**src/rtl/xt_pkg.sv**
```systemverilog
// Package: fault code values shared by the tracker and its users.
// Assumes a code of zero means "no fault".
package xt_pkg;
    localparam int unsigned XC_NONE    = 0;
    localparam int unsigned XC_ITLB    = 1;
    localparam int unsigned XC_ILLEGAL = 2;
    localparam int unsigned XC_TRAP    = 3;
    localparam int unsigned XC_DTLB    = 4;
    localparam int unsigned XC_ALIGN   = 5;
    // Default retry set: instruction miss, data miss, misalignment.
    localparam logic [7:0] XC_RETRY_DEFAULT = 8'b0011_0010;
endpackage

```
**src/rtl/xt_slot.sv**
```systemverilog
// Module: one pipeline register slot carrying valid, PC and fault code.
// Loads every cycle (no stalls). An incoming nonzero code is kept;
// otherwise the local detection code is taken. Flush empties the slot.
module xt_slot #(
    parameter int PC_W   = 16,
    parameter int CODE_W = 3
) (
    input  logic              clk,
    input  logic              rst_n,
    input  logic              flush,
    input  logic              in_valid,
    input  logic [PC_W-1:0]   in_pc,
    input  logic [CODE_W-1:0] in_code,
    input  logic [CODE_W-1:0] det_code,
    output logic [CODE_W-1:0] nxt_code,
    output logic              out_valid,
    output logic [PC_W-1:0]   out_pc,
    output logic [CODE_W-1:0] out_code
);

    // Merge: the older code has priority over this stage's detection.
    always_comb begin
        if (!in_valid)
            nxt_code = '0;
        else if (in_code != '0)
            nxt_code = in_code;
        else
            nxt_code = det_code;
    end

    // Slot register update.
    always_ff @(posedge clk) begin
        if (!rst_n || flush) begin
            out_valid <= 1'b0;
            out_pc    <= '0;
            out_code  <= '0;
        end else begin
            out_valid <= in_valid;
            out_pc    <= in_pc;
            out_code  <= nxt_code;
        end
    end


    code_keep_chk: assert property (@(posedge clk) disable iff (!rst_n)
        (in_valid && in_code != '0 && !flush) |=> (out_code == $past(in_code)));

endmodule

```
**src/rtl/xt_vecrom.sv**
```systemverilog
// Module: vector table, one handler address per fault code, read
// synchronously. Entries are computed from base and stride.
module xt_vecrom #(
    parameter int              PC_W     = 16,
    parameter int              CODE_W   = 3,
    parameter logic [PC_W-1:0] VEC_BASE = 16'hFF00,
    parameter logic [PC_W-1:0] VEC_STEP = 16'h0010
) (
    input  logic              clk,
    input  logic              rst_n,
    input  logic              rd_en,
    input  logic [CODE_W-1:0] rd_code,
    output logic [PC_W-1:0]   rd_addr
);
    localparam int DEPTH = 2 ** CODE_W;

    logic [PC_W-1:0] table_q [DEPTH];

    for (genvar i = 0; i < DEPTH; i++) begin : g_entry
        assign table_q[i] = PC_W'(VEC_BASE + VEC_STEP * PC_W'(i));
    end

    // Registered read of the handler address.
    always_ff @(posedge clk) begin
        if (!rst_n)
            rd_addr <= '0;
        else if (rd_en)
            rd_addr <= table_q[rd_code];
    end
endmodule

```
**src/rtl/xt_commit.sv**
```systemverilog
// Module: commit state written when a fault is taken at writeback.
// Saves the return PC (retry or skip), fault address, cause and modes
// in one edge and raises a one-cycle redirect flag.
module xt_commit #(
    parameter int                     PC_W       = 16,
    parameter int                     CODE_W     = 3,
    parameter logic [2**CODE_W-1:0]   RETRY_MASK = 8'b0011_0010
) (
    input  logic              clk,
    input  logic              rst_n,
    input  logic              take,
    input  logic [PC_W-1:0]   wb_pc,
    input  logic [CODE_W-1:0] wb_code,
    input  logic [PC_W-1:0]   wb_fault,
    output logic              redirect_valid,
    output logic [PC_W-1:0]   epc,
    output logic [PC_W-1:0]   fault_addr,
    output logic [CODE_W-1:0] cause,
    output logic              priv_mode,
    output logic              prev_mode
);

    // Atomic update of all commit state.
    always_ff @(posedge clk) begin
        if (!rst_n) begin
            redirect_valid <= 1'b0;
            epc            <= '0;
            fault_addr     <= '0;
            cause          <= '0;
            priv_mode      <= 1'b0;
            prev_mode      <= 1'b0;
        end else begin
            redirect_valid <= take;
            if (take) begin
                epc        <= RETRY_MASK[wb_code] ? wb_pc : wb_pc + PC_W'(1);
                fault_addr <= wb_fault;
                cause      <= wb_code;
                priv_mode  <= 1'b1;
                prev_mode  <= priv_mode;
            end
        end
    end


    epc_choice_chk: assert property (@(posedge clk) disable iff (!rst_n)
        take |=> (epc == $past(wb_pc) || epc == $past(wb_pc) + PC_W'(1)));


    priv_on_redirect_chk: assert property (@(posedge clk) disable iff (!rst_n)
        redirect_valid |-> priv_mode);

endmodule

```
**src/rtl/xcpt_track.sv**
```systemverilog
// Module: precise fault tracker for a four-register in-order pipeline.
// Assumes the pipeline advances every cycle. Slot 0 is the front register,
// slot 3 is memory-to-writeback. A nonzero code in slot 3 squashes all
// younger work, blocks memory and commits the fault at the next edge.
module xcpt_track #(
    parameter int                   PC_W       = 16,
    parameter int                   CODE_W     = 3,
    parameter logic [PC_W-1:0]      VEC_BASE   = 16'hFF00,
    parameter logic [PC_W-1:0]      VEC_STEP   = 16'h0010,
    parameter logic [2**CODE_W-1:0] RETRY_MASK = xt_pkg::XC_RETRY_DEFAULT
) (
    input  logic              clk,
    input  logic              rst_n,
    input  logic              fetch_valid,
    input  logic [PC_W-1:0]   fetch_pc,
    input  logic [CODE_W-1:0] det_if,
    input  logic [CODE_W-1:0] det_id,
    input  logic [CODE_W-1:0] det_ex,
    input  logic [CODE_W-1:0] det_mem,
    input  logic [PC_W-1:0]   ex_alu_addr,
    output logic [3:0]        stage_live,
    output logic              mem_block,
    output logic              squash,
    output logic              redirect_valid,
    output logic [PC_W-1:0]   redirect_pc,
    output logic [PC_W-1:0]   epc,
    output logic [PC_W-1:0]   fault_addr,
    output logic [CODE_W-1:0] cause,
    output logic              priv_mode,
    output logic              prev_mode
);
    localparam int NSLOT = 4;
    localparam logic [CODE_W-1:0] DTLB_CODE = CODE_W'(xt_pkg::XC_DTLB);

    logic              c_valid [NSLOT+1];
    logic [PC_W-1:0]   c_pc    [NSLOT+1];
    logic [CODE_W-1:0] c_code  [NSLOT+1];
    logic [CODE_W-1:0] det     [NSLOT];
    logic [CODE_W-1:0] nxt     [NSLOT];
    logic              wb_exc;
    logic [PC_W-1:0]   exmem_alu;
    logic [PC_W-1:0]   memwb_fault;

    assign wb_exc = c_valid[NSLOT] && (c_code[NSLOT] != '0);

    // A fetch arriving during the redirect cycle is wrong-path: drop it.
    assign c_valid[0] = fetch_valid && !redirect_valid;
    assign c_pc[0]    = fetch_pc;
    assign c_code[0]  = '0;
    assign det[0] = det_if;
    assign det[1] = det_id;
    assign det[2] = det_ex;
    assign det[3] = det_mem;

    for (genvar s = 0; s < NSLOT; s++) begin : g_slot
        xt_slot #(.PC_W(PC_W), .CODE_W(CODE_W)) i_slot (
            .clk      (clk),
            .rst_n    (rst_n),
            .flush    (wb_exc),
            .in_valid (c_valid[s]),
            .in_pc    (c_pc[s]),
            .in_code  (c_code[s]),
            .det_code (det[s]),
            .nxt_code (nxt[s]),
            .out_valid(c_valid[s+1]),
            .out_pc   (c_pc[s+1]),
            .out_code (c_code[s+1])
        );
        assign stage_live[s] = c_valid[s+1] && (c_code[s+1] == '0) && !wb_exc;
    end

    // Side registers: ALU address in EX/MEM, fault address in MEM/WB.
    always_ff @(posedge clk) begin
        if (!rst_n || wb_exc) begin
            exmem_alu   <= '0;
            memwb_fault <= '0;
        end else begin
            exmem_alu   <= ex_alu_addr;
            memwb_fault <= (nxt[3] == DTLB_CODE) ? exmem_alu : c_pc[3];
        end
    end

    assign mem_block = wb_exc;
    assign squash    = wb_exc;

    xt_vecrom #(
        .PC_W(PC_W), .CODE_W(CODE_W), .VEC_BASE(VEC_BASE), .VEC_STEP(VEC_STEP)
    ) i_vecrom (
        .clk    (clk),
        .rst_n  (rst_n),
        .rd_en  (wb_exc),
        .rd_code(c_code[NSLOT]),
        .rd_addr(redirect_pc)
    );

    xt_commit #(
        .PC_W(PC_W), .CODE_W(CODE_W), .RETRY_MASK(RETRY_MASK)
    ) i_commit (
        .clk           (clk),
        .rst_n         (rst_n),
        .take          (wb_exc),
        .wb_pc         (c_pc[NSLOT]),
        .wb_code       (c_code[NSLOT]),
        .wb_fault      (memwb_fault),
        .redirect_valid(redirect_valid),
        .epc           (epc),
        .fault_addr    (fault_addr),
        .cause         (cause),
        .priv_mode     (priv_mode),
        .prev_mode     (prev_mode)
    );


    redirect_follows_chk: assert property (@(posedge clk) disable iff (!rst_n)
        squash |=> redirect_valid);


    redirect_pulse_chk: assert property (@(posedge clk) disable iff (!rst_n)
        redirect_valid |=> !redirect_valid);


    squash_empties_chk: assert property (@(posedge clk) disable iff (!rst_n)
        squash |=> (stage_live == 4'b0000 && !mem_block));

endmodule

```
**config.mk**
```make
export PLATFORM = sky130hd
export DESIGN_NAME = xcpt_track
export DESIGN_NICKNAME = d
export VERILOG_FILES = /design/src/rtl/xt_pkg.sv /design/src/rtl/xt_slot.sv /design/src/rtl/xt_vecrom.sv /design/src/rtl/xt_commit.sv /design/src/rtl/xcpt_track.sv
export SDC_FILE = /design/constraint.sdc
export NUM_CORES = 1
export LEC_CHECK = 0
export ABC_AREA = 0
export BUFFER_PORTS_ARGS = -buffer_cell sky130_fd_sc_hd__buf_2
export CAP_MARGIN = 20
export CORE_ASPECT_RATIO = 0.6
export CORE_MARGIN = 1.5
export CORE_UTILIZATION = 50
export DETAILED_ROUTE_END_ITERATION = 6
export PLACE_DENSITY = 0.81
export SETUP_SLACK_MARGIN = 0.3
export SYNTH_ARGS = -nofsm -noshare
export SYNTH_HDL_FRONTEND = slang
export SYNTH_SLANG_ARGS = --single-unit
```
**constraint.sdc**
```tcl
create_clock -name clk -period 2 [get_ports clk]
set_input_delay 0.3 -clock clk [delete_from_list [all_inputs] [get_ports clk]]
set_output_delay 0.3 -clock clk [all_outputs]
set_load 0.02 [all_outputs]
```
# == Word-level counts from Yosys, hierarchy flattened ==
# Memories as Yosys holds them, arrays and structs flattened. A register that Yosys moved wholly into a read port is not among the register bits.
# Cells that the tools add are included.
# classes
add_sub_neg,1
shifts,0
n_eq_ne,1
n_reduce_logical,26
div_mod_pow,0
multipliers,0
n_mux,8
bitwise_logic,4
magnitude_cmp,1
# op_table
operator,n
$mux W16,2
$add A16 B1 Y16 const B,1
$mux W3,5
$logic_not A3 Y1,4
$reduce_bool A3 Y1,4
$logic_and A1 B1 Y1,10
$reduce_or A2 Y1,3
$logic_not A1 Y1,4
$lt A3 B4 Y1 const B,1
$not A3 Y4,1
$eq A3 B3 Y1 const B,1
$not A1 Y1,3
$logic_or A1 B1 Y1,1
$mux W1,1
# totals
output_inout_bits,60
mem_count,2
latchBits,0
ramBits,0
romBits,136
regBits,150
input_bits,47
# mem_list
memory,words,width,read_ports,rd_ports_with_merged_regs,write_ports,line,source
(name not given),8,16,1,1,0,xt_vecrom.sv:28,rd_addr <= table_q[rd_code];
(name not given),8,1,1,1,0,xt_commit.sv:35,epc <= RETRY_MASK[wb_code] ? wb_pc : wb_pc + PC_W'(1);

# == Depth between registers and ports, before layout ==
# Gate-level depths: netlist (run 1).
# logic_depth
word_depth,5
depth_mapped,7
depth_no_buf,5

# == Cells and area by module ==
# A second synthesis (run 1) with hierarchy kept.
# hier_totals
hier_cells,510
hier_area_um2,5506.5
# by_module_without_submodules
module,area_each_um2,seq_area_each_um2,cells_per_inst,n_inst
xt_slot,626.9,400.4,49,4
xt_commit,1611.5,760.7,173,1
xcpt_track,1157.4,640.6,117,1
xt_vecrom,230.2,80.1,24,1

# == Worst setup path after synthesis (run 1) ==
# No wires, ideal clock.
# synth_timing
path_kind,reg-to-output
from,register g_slot[3].i_slot.out_valid
to,output squash
arrival_ns,1.390
stages_incl_launch_ff,6
slack_ns,0.310
t_required_ns,1.700
cell_sequence,dfxtp_1 o31ai_1 buf_4 inv_2 buf_1 buf_4
# synth_via
elab_chain_cells,1
# synth_rtl
element,line,source
start: declaration,xt_slot.sv:16,"output logic out_valid,"
start signal: assignment,xt_slot.sv:38,out_valid <= in_valid;
$logic_and A1 B1 Y1,xcpt_track.sv:44,assign wb_exc = c_valid[NSLOT] && (c_code[NSLOT] != '0);
end: declaration,xcpt_track.sv:23,"output logic squash,"
# Every way passes these cells.

# == Final worst setup path (run 1) ==
# layout_timing
from,register g_slot[3].i_slot.out_code[1]
to,output stage_live[0]
# layout_via
elab_chain_cells,4
# layout_rtl
element,line,source
start: declaration,xt_slot.sv:18,output logic [CODE_W-1:0] out_code
start signal: assignment,xt_slot.sv:40,out_code <= nxt_code;
$reduce_bool A3 Y1,xcpt_track.sv:44,
$logic_and A1 B1 Y1,xcpt_track.sv:44,
$logic_not A1 Y1,xcpt_track.sv:69,assign stage_live[s] = c_valid[s+1] && (c_code[s+1] == '0) && !wb_exc;
$logic_and A1 B1 Y1,xcpt_track.sv:69,
end: declaration,xcpt_track.sv:21,"output logic [3:0] stage_live,"
# Every way passes these cells.

==> results of run 1 <==
Yosys cell counts (all sizes together):
cell	number
nor2	27
ha	1
a211oi	5
nor4b	1
and3	65
a21o	2
nor3	4
clkbuf	18
o21ai	11
xor2	1
nand2	81
a21oi	37
nand4b	1
nor4	6
mux2i	17
nor3b	2
inv	23
xnor2	14
conb	1
a221oi	1
nand4	3
buf	29
dfxtp	151
o31ai	1
nand3	3
and2	5
nor2b	1
and4b	3
nand3b	1
critical path, delay by kind of cell (launching register included):
family / cells / cell delay [ns]
simple gates: 1 / 0.20
buf+inv: 2 / 0.28
compound gates: 1 / 0.34
flops: 1 / 0.33
state kept, by name (all words and copies together) (netlist names), named ones only:
name and cells:
g_slot.i_slot.out_pc 64, memwb_fault 16, g_slot.i_slot.out_code 12, i_commit.fault_addr 16, i_commit.redirect_valid 1, exmem_alu 16
i_commit.cause 2, i_commit.epc 16, i_vecrom.rd_addr 2, i_commit.prev_mode 1, g_slot.i_slot.out_valid 4
timing repair:
action | 4_1_cts | 5_1_grt
setup buffers | 9 | 5
setup endpoints to repair | 40 | 123
resized for setup | 21 | 20
pin swaps | 3 | 15
gates cloned | 3 | 1
final timing paths:
kind / cells past startpoint / from / to / slack, ns
max reg2reg: 8 / g_slot[3].i_slot.out_code[1] / memwb_fault[15] / 0.22
min reg2reg: 2 / memwb_fault[0] / i_commit.fault_addr[0] / 0.44
min: 2 / det_if[2] / g_slot[0].i_slot.out_code[2] / 0.09
max: 4 / g_slot[3].i_slot.out_code[1] / stage_live[0] / 0.14
metrics by stage:
step | hold slack (ns) | setup slack (ns) | total power, uW
5_1_grt | 0.07944 | 0.08815 | 6695
3_5_place_dp | 0.4285 | 0.2846 | 3381
4_1_cts | 0.07426 | 0.1622 | 6517
6_report | 0.08720 | 0.1356 | 6491
2_1_floorplan | 0.4036 | 0.3099 | 3309
3_3_place_gp | 0.4251 | 0.3190 | 3372
power by group through the flow:
stage	logic, uW	clock network, uW	registers (uW)
2_1_floorplan	138	0	3170
3_3_place_gp	191	0	3180
3_5_place_dp	198	0	3180
4_1_cts	206	3190	3120
5_1_grt	244	3330	3130
6_report	219	3150	3120
routing by layer:
metal / vias to the layer above / global-route usage, % / share of wire, %
met5: - / 0 / 0
met4: 0 / 9.121 / 2.0
met3: 23 / 6.742 / 6.5
met2: 135 / 34.74 / 45
met1: 1805 / 29.34 / 46
li1: 1896 / - / -
layout make-up:
cell class / count / area [sq um]
Fill cell: 731 / 3364
Sequential cell: 151 / 3025
Multi-Input combinational cell: 300 / 1769
Clock inverter: 13 / 156.4
Clock buffer: 19 / 432.9
Tap cell: 135 / 168.9
Timing Repair Buffer: 124 / 833.3
Inverter: 23 / 93.84
kinds of logic (layout without fill, tap and decap cells):
family,after synthesis,count (layout),synth area share [%]
flops,151,151,59.68
other cells,1,5,0.07404
buf+inv,70,179,7.115
fa+ha+maj,1,1,0.2470
xor+xnor,15,15,2.594
simple gates,203,205,20.83
mux,17,17,3.360
compound gates,57,57,6.102
==> metrics.csv, run 1 <==
stage;metric;value;unit
min_path;Worst Hold Class;input port to flop;
floorplanning;Die Span Y;80.96;um
clocking;H-tree levels;4;
setup_path;CP Capture Type;output pin;
final_layout;Area Overhead vs Synth;27.94;%
setup_path;Critical Path AT;1.56;ns
power;Psw;1352;uW
sta;setup repair after global routing missed its margin;yes;
synth;cell area after synthesis;5065;sq um
final_layout;Core Util, Final;65.82;%
placement;Placed Cells;715;
synth;Synth area leaders;dfxtp_1 60%, and3_1 8.0%, nand2_1 6.0%, a21oi_1 3.7%, mux2i_1 3.4%;
routing;Pre-Repair DR Iteration Count;5;
setup_path;crit-path max cell delay;0.34;ns
global_routing;antenna violations before repair;0;
synth;Netlist cell types;38;
final_layout;most frequent cells in the layout;149 x dfxtp_1, 96 x buf_2, 77 x nand2_1;
sta;Final Skew;0.006641;ns
synth;Post-Syn Instances;515;
sta;Worst-Margin Slew;0.5401;ns
floorplanning;Die Area;10760;sq um
final_layout;most common cell after layout, fill and taps aside;dfxtp_1;
sta;post-layout min period;1.864;ns
clocking;Worst-path clk slew;0.06;ns
floorplanning;io pins;107;
sta;Tcrit/Tclk final;93.22;%
clocking;Num CTS Buffers;17;
power;Internal;5139;uW
placement;DP Area;5547;sq um
clocking;worst skew pair latency;0.42;ns
final_layout;Final Cell Area;6480;sq um
final_layout;share of layout cells above drive strength 1;27.62;%
sta;Setup TNS;0;ns
global_routing;gr usage total;22.31;%
synth;synth warn;0;
synth;dominant cell type by area after synthesis;dfxtp_1;
final_layout;Ant. Diodes;0;
sta;Final Hold Vio Count;0;
placement;RePlAce Congestion;0.8397;
clocking;CTS root buf;clkbuf_16;
placement;number of buffers inserted by port buffering;101;
setup_path;Critical-path top delay cell;o31ai_4;
floorplanning;row cnt;28;
clocking;CTS tree;done;
synth;#FFs+latches synth;151;
setup_path;CP Cell Sequence;o31ai_4 -> buf_12 -> and4b_1 -> buf_6;
power;Clk pwr share;48.5;%
power;switching share of total power;20.83;%
clocking;CTS Buffer Depth;2;
clocking;CTS sink count;151;
routing;vias per cell;5.044;
setup_path;Max FO, Critical Path;5;
synth;post-synth top area share;59.68;%
floorplanning;Core Area;9844;sq um
final_layout;Final nets;665;
global_routing;vias in the first global route;3615;
sta;Slew HR;63.99;%
final_layout;non-filler cells in the finished layout;765;
power;Logic pwr share;3.4;%
sta;final setup fails;0;
routing;DRC;0;
flow_run;max-capacitance violation count;0;
routing;Iter 0 DRT Violations;219;
synth;Syn Area/Cell;9.835;sq um
floorplanning;Die Wd;132.9;um
floorplanning;Initial Util;51.45;%
global_routing;grt ovf;0;
global_routing;largest net degree at the start of global routing;76;
routing;WL per Instance;14.95;um
setup_path;crit start category;flop;
power;Leakage;0.003048;uW
routing;post-detailed-route count of antenna-violating nets;0;
synth;register area share after synthesis;59.68;%
setup_path;WS Path Type;flop to output pin;
power;Sequential Power Share;48.1;%
sta;Final Max Slew Viols;0;
routing;total number of vias;3859;
global_routing;first-pass GRT wire length;18.19;mm
clocking;hold_buf cts;0;
power;Max VDD drop;0.6616;mV
run_status;result of the run;completed;
setup_path;data required time of the critical path;1.70;ns
routing;Detailed Route WL;11.44;mm
power;Power Density;1002;nW/um^2
sta;Fmax;0.5364;GHz
placement;post-DP HPWL;6.767;mm
Power figures use the tool's default switching activity.
==> inputs of run 2 (changes only) <==
--- a/config.mk
+++ b/config.mk
@@ -6,14 +6,14 @@
 export NUM_CORES = 1
 export LEC_CHECK = 0
 export ABC_AREA = 0
-export BUFFER_PORTS_ARGS = -buffer_cell sky130_fd_sc_hd__buf_2
+export BUFFER_PORTS_ARGS = -buffer_cell sky130_fd_sc_hd__buf_4
 export CAP_MARGIN = 20
 export CORE_ASPECT_RATIO = 0.6
 export CORE_MARGIN = 1.5
 export CORE_UTILIZATION = 50
 export DETAILED_ROUTE_END_ITERATION = 6
 export PLACE_DENSITY = 0.81
-export SETUP_SLACK_MARGIN = 0.3
+export SETUP_SLACK_MARGIN = 0.4
 export SYNTH_ARGS = -nofsm -noshare
 export SYNTH_HDL_FRONTEND = slang
 export SYNTH_SLANG_ARGS = --single-unit
==> metrics.csv, run 2 (synthesis gave the netlist of run 1 again) <==
stage;metric;value;unit
clocking;CTS Buffer Depth;2;
power;Logic pwr share;4.1;%
setup_path;Max FO, Critical Path;4;
routing;vias per cell;5.196;
power;Psw;1484;uW
clocking;CTS sink count;151;
power;Power Density;935.1;nW/um^2
setup_path;r2r setup slk;0.27;ns
global_routing;vias in the first global route;3597;
final_layout;most common cell after layout, fill and taps aside;dfxtp_1;
clocking;Worst-path clk slew;0.07;ns
sta;post-layout min period;1.843;ns
final_layout;largest register by flop count;g_slot.i_slot.out_pc;
clocking;CTS tree;done;
clocking;hold_buf cts;0;
power;Max VDD drop;0.7853;mV
placement;number of buffers inserted by port buffering;101;
routing;Pre-Repair DR Iteration Count;6;
power;Sequential Power Share;48.5;%
routing;DRC;0;
floorplanning;row cnt;28;
global_routing;gr usage total;21.64;%
power;Leakage;0.003146;uW
sta;Worst-Margin Slew;0.5139;ns
setup_path;CP Capture Type;output pin;
final_layout;max FFs per register;64;
setup_path;Critical Path AT;1.54;ns
final_layout;Area Overhead vs Synth;35.97;%
setup_path;WS Path Type;flop to output pin;
sta;Setup TNS;0;ns
setup_path;data required time of the critical path;1.70;ns
sta;Fmax;0.5425;GHz
power;switching share of total power;23.04;%
clocking;Num CTS Buffers;17;
power;Clk pwr share;47.5;%
setup_path;r2r startpoint;g_slot[3].i_slot.out_code[0];
placement;RePlAce Congestion;0.8001;
floorplanning;io pins;107;
final_layout;non-filler cells in the finished layout;774;
setup_path;Worst setup startpoint;g_slot[3].i_slot.out_code[0];
placement;post-DP HPWL;7.049;mm
sta;Final Skew;0.008783;ns
floorplanning;Core Area;9844;sq um
routing;total number of vias;4022;
global_routing;grt ovf;0;
global_routing;antenna violations before repair;0;
sta;Tcrit/Tclk final;92.17;%
final_layout;Ant. Diodes;0;
routing;Detailed Route WL;12.83;mm
clocking;worst skew pair latency;0.42;ns
sta;Final Max Slew Viols;0;
sta;Slew HR;65.70;%
floorplanning;Die Wd;132.9;um
clocking;H-tree levels;4;
floorplanning;Die Area;10760;sq um
final_layout;share of layout cells above drive strength 1;30.36;%
floorplanning;Die Span Y;80.96;um
sta;final setup fails;0;
sta;Final Hold Vio Count;0;
clocking;CTS root buf;clkbuf_16;
routing;WL per Instance;16.57;um
placement;Placed Cells;714;
final_layout;most frequent cells in the layout;148 x dfxtp_1, 111 x buf_4, 72 x nand2_1;
routing;Iter 0 DRT Violations;296;
flow_run;max-capacitance violation count;0;
routing;post-detailed-route count of antenna-violating nets;0;
min_path;Worst Hold Class;input port to flop;
setup_path;crit start category;flop;
min_path;min-delay src;det_if[1];
run_status;result of the run;completed;
floorplanning;Initial Util;51.45;%
global_routing;largest net degree at the start of global routing;73;
global_routing;first-pass GRT wire length;17.70;mm
final_layout;Final nets;674;
sta;setup repair after global routing missed its margin;yes;
power;Internal;4956;uW
## run 2: changes by cell type in the layout (fill, tap and decap cells not counted), sizes merged
cell	before	now
buf	122	128
inv	23	29
bufinv	3	1
bufbuf	2	1
clkbuf	19	20
clkinv	5	4
clkinvlp	5	4
nor2	29	30
## run 2: per-stage QoR
| step | total power (uW) | cell area, sq um | hold slack [ns] | utilization [%] | setup slack [ns] |
|---|---|---|---|---|---|
| after floorplan | 3309 | 5081 | 0.4036 | - | 0.4793 |
| after global placement | 3400 | 5817 | 0.4226 | 59.09 | 0.4741 |
| after detailed placement | 3408 | 5817 | 0.4246 | 59.09 | 0.4211 |
| after CTS | 6409 | 6558 | 0.06902 | 66.61 | 0.1936 |
| after global routing | 6620 | 6887 | 0.07172 | 69.95 | 0.1151 |
| final | 6440 | 6887 | 0.08365 | 69.95 | 0.1566 |
## run 2: final cells by class
type / count / area (sq um)
Sequential cell: 151 / 3027
Fill cell: 659 / 2958
Multi-Input combinational cell: 301 / 1832
Timing Repair Buffer: 132 / 1201
Clock buffer: 17 / 425.4
Tap cell: 135 / 168.9
Clock inverter: 15 / 143.9
Inverter: 23 / 88.84
## run 2: worst paths after layout
| kind | to | depth (start not counted) |
|---|---|---|
| worst max register to register | g_slot[0].i_slot.out_code[0] | 8 |
| worst max-delay path | stage_live[0] | 4 |
| worst min-delay path | g_slot[0].i_slot.out_code[1] | 2 |
| worst min register to register | i_commit.fault_addr[0] | 2 |
## run 2: repair_timing
| action | 4_1_cts | 5_1_grt |
|---|---|---|
| gates resized for setup | 10 | 35 |
| setup endpoints to repair | 6 | 77 |
| setup buffers | 9 | 10 |
| gates cloned | 3 | 6 |
| pin swaps | 2 | 10 |
## run 2: routing by layer
layer / vias to the layer above / track usage (%) / wire length (um)
met3: 21 / 7.803 / 1058
met1: 1867 / 27.78 / 5665
met5: - / 0 / 0
li1: 1929 / - / -
met4: 0 / 8.901 / 206
met2: 205 / 33.54 / 5897
## run 2: worst max-delay path, stage by stage (launching register included)
cell,delay [ns]
dfxtp_2,0.36
o31ai_4,0.28
buf_6,0.16
and4b_1,0.20
buf_6,0.12
## run 2: power by group through the flow
stage          logic (uW)  clock network, uW  registers (uW)
2_1_floorplan         138                  0            3170
3_3_place_gp          218                  0            3180
3_5_place_dp          225                  0            3180
4_1_cts               230               3060            3120
5_1_grt               285               3210            3130
6_report              262               3060            3120
==> inputs of run 3 (changes only) <==
--- a/config.mk
+++ b/config.mk
@@ -13,6 +13,7 @@
 export CORE_UTILIZATION = 50
 export DETAILED_ROUTE_END_ITERATION = 6
 export PLACE_DENSITY = 0.81
+export RECOVER_POWER = 100
 export SETUP_SLACK_MARGIN = 0.4
 export SYNTH_ARGS = -nofsm -noshare
 export SYNTH_HDL_FRONTEND = slang
==> metrics.csv, run 3 (synthesis gave the netlist of run 1 again) <==
stage;metric;value;unit
run_status;result of the run;completed;
final_layout;share of layout cells above drive strength 1;20.34;%
floorplanning;Die Span Y;80.96;um
power;Tot Pwr;6424;uW
floorplanning;row cnt;28;
placement;post-DP HPWL;7.049;mm
sta;Worst-Margin Slew;0.6501;ns
power;Max VDD drop;0.7787;mV
floorplanning;io pins;107;
sta;Setup TNS;0;ns
routing;WL per Instance;16.59;um
global_routing;largest net degree at the start of global routing;73;
sta;Final Max Slew Viols;0;
power;Power Density;985.6;nW/um^2
clocking;Worst-path clk slew;0.07;ns
floorplanning;Core Area;9844;sq um
final_layout;Ant. Diodes;0;
final_layout;max FFs per register;64;
placement;number of buffers inserted by port buffering;101;
global_routing;antenna violations before repair;0;
final_layout;most frequent cells in the layout;149 x dfxtp_1, 76 x nand2_1, 65 x and3_1;
clocking;H-tree levels;4;
floorplanning;Die Wd;132.9;um
global_routing;first-pass GRT wire length;17.70;mm
global_routing;grt ovf;0;
final_layout;largest register by flop count;g_slot.i_slot.out_pc;
min_path;Worst Hold Class;input port to flop;
setup_path;CP Capture Type;output pin;
floorplanning;Initial Util;51.45;%
setup_path;r2r setup slk;0.13;ns
routing;Pre-Repair DR Iteration Count;5;
clocking;CTS root buf;clkbuf_16;
placement;DP Area;5817;sq um
sta;Final Skew;0.009062;ns
final_layout;Final Cell Area;6518;sq um
routing;vias per cell;5.213;
sta;post-layout min period;1.872;ns
floorplanning;Die Area;10760;sq um
flow_run;max-capacitance violation count;0;
global_routing;gr usage total;21.64;%
setup_path;WS Path Type;flop to output pin;
clocking;CTS tree;done;
setup_path;crit start category;flop;
clocking;Num CTS Buffers;17;
sta;Tcrit/Tclk final;93.60;%
sta;final setup fails;0;
sta;Slew HR;56.66;%
setup_path;Max FO, Critical Path;4;
routing;post-detailed-route count of antenna-violating nets;0;
clocking;CTS sink count;151;
placement;RePlAce Congestion;0.8001;
sta;Fmax;0.5342;GHz
routing;Iter 0 DRT Violations;293;
setup_path;Critical Path AT;1.57;ns
routing;Detailed Route WL;12.84;mm
global_routing;vias in the first global route;3597;
routing;DRC;0;
setup_path;data required time of the critical path;1.70;ns
final_layout;most common cell after layout, fill and taps aside;dfxtp_1;
final_layout;Final nets;674;
power;Leakage;0.002847;uW
final_layout;Area Overhead vs Synth;28.68;%
clocking;CTS Buffer Depth;2;
routing;total number of vias;4035;
sta;setup repair after global routing missed its margin;yes;
clocking;worst skew pair latency;0.42;ns
sta;Final Hold Vio Count;0;
run 3: cell types whose count changed in the layout (fill, tap and decap cells not counted), moves of 2 or more:
cell	previous run	this run
and2_0	0	2
and2_1	5	3
clkbuf_2	0	4
nand2_1	72	76
clkbuf_4	0	3
nor2_1	25	27
nand2_2	7	4
buf_8	2	0
buf_4	111	56
clkbuf_1	0	57
nor2_4	3	1
clkbuf_16	20	17
run 3: final timing paths:
kind / startpoint / to / cells after the start
worst max-delay path: g_slot[3].i_slot.out_code[0] / stage_live[0] / 4
worst min register to register: memwb_fault[0] / i_commit.fault_addr[0] / 2
worst max register to register: g_slot[3].i_slot.out_code[0] / i_commit.fault_addr[13] / 8
worst min-delay path: det_if[1] / g_slot[0].i_slot.out_code[1] / 2
run 3: area by class of cell:
| type | instances | area, sq um |
|---|---|---|
| Fill cell | 757 | 3327 |
| Sequential cell | 151 | 3025 |
| Multi-Input combinational cell | 301 | 1802 |
| Timing Repair Buffer | 132 | 863.3 |
| Clock buffer | 17 | 425.4 |
| Tap cell | 135 | 168.9 |
| Clock inverter | 15 | 143.9 |
| Inverter | 23 | 88.84 |
run 3: metrics by stage:
step,worst slack (ns),cells,hold slack (ns),util (%)
floorplan,0.4793,519,0.4036,-
global placement,0.4741,714,0.4226,59.09
detailed placement,0.4211,714,0.4246,59.09
CTS,0.1936,758,0.06902,66.61
global route,0.06269,774,0.07172,66.20
finish,0.1280,774,0.08465,66.20
run 3: worst max-delay path, cell delays in order (launching register included):
cell and delay [ns]:
dfxtp_1 0.38, o31ai_4 0.29, buf_6 0.16, and4b_1 0.20, buf_6 0.12
run 3: what timing repair did:
action                                  CTS  global route
cloned                                    3             6
hold buffers                              0             0
endpoints found under the setup margin    6            77
pin swaps                                 2            10
buffers inserted                          9            10
resized for setup                        10            35
run 3: layer usage:
layer	vias to the layer above	wire (um)	global-route usage (%)
li1	1919	-	-
met3	24	1076	7.803
met1	1897	5681	27.78
met4	0	202	8.901
met5	-	0	0
met2	195	5880	33.54
run 3: power by group:
group	internal [uW]	leakage [uW]	total (uW)	switching, uW
Combinational	130	0.00135	254	124
Sequential	3080	0.00123	3120	35.6
Clock	1740	0.000268	3050	1310
Total	4950	0.00285	6420	1470
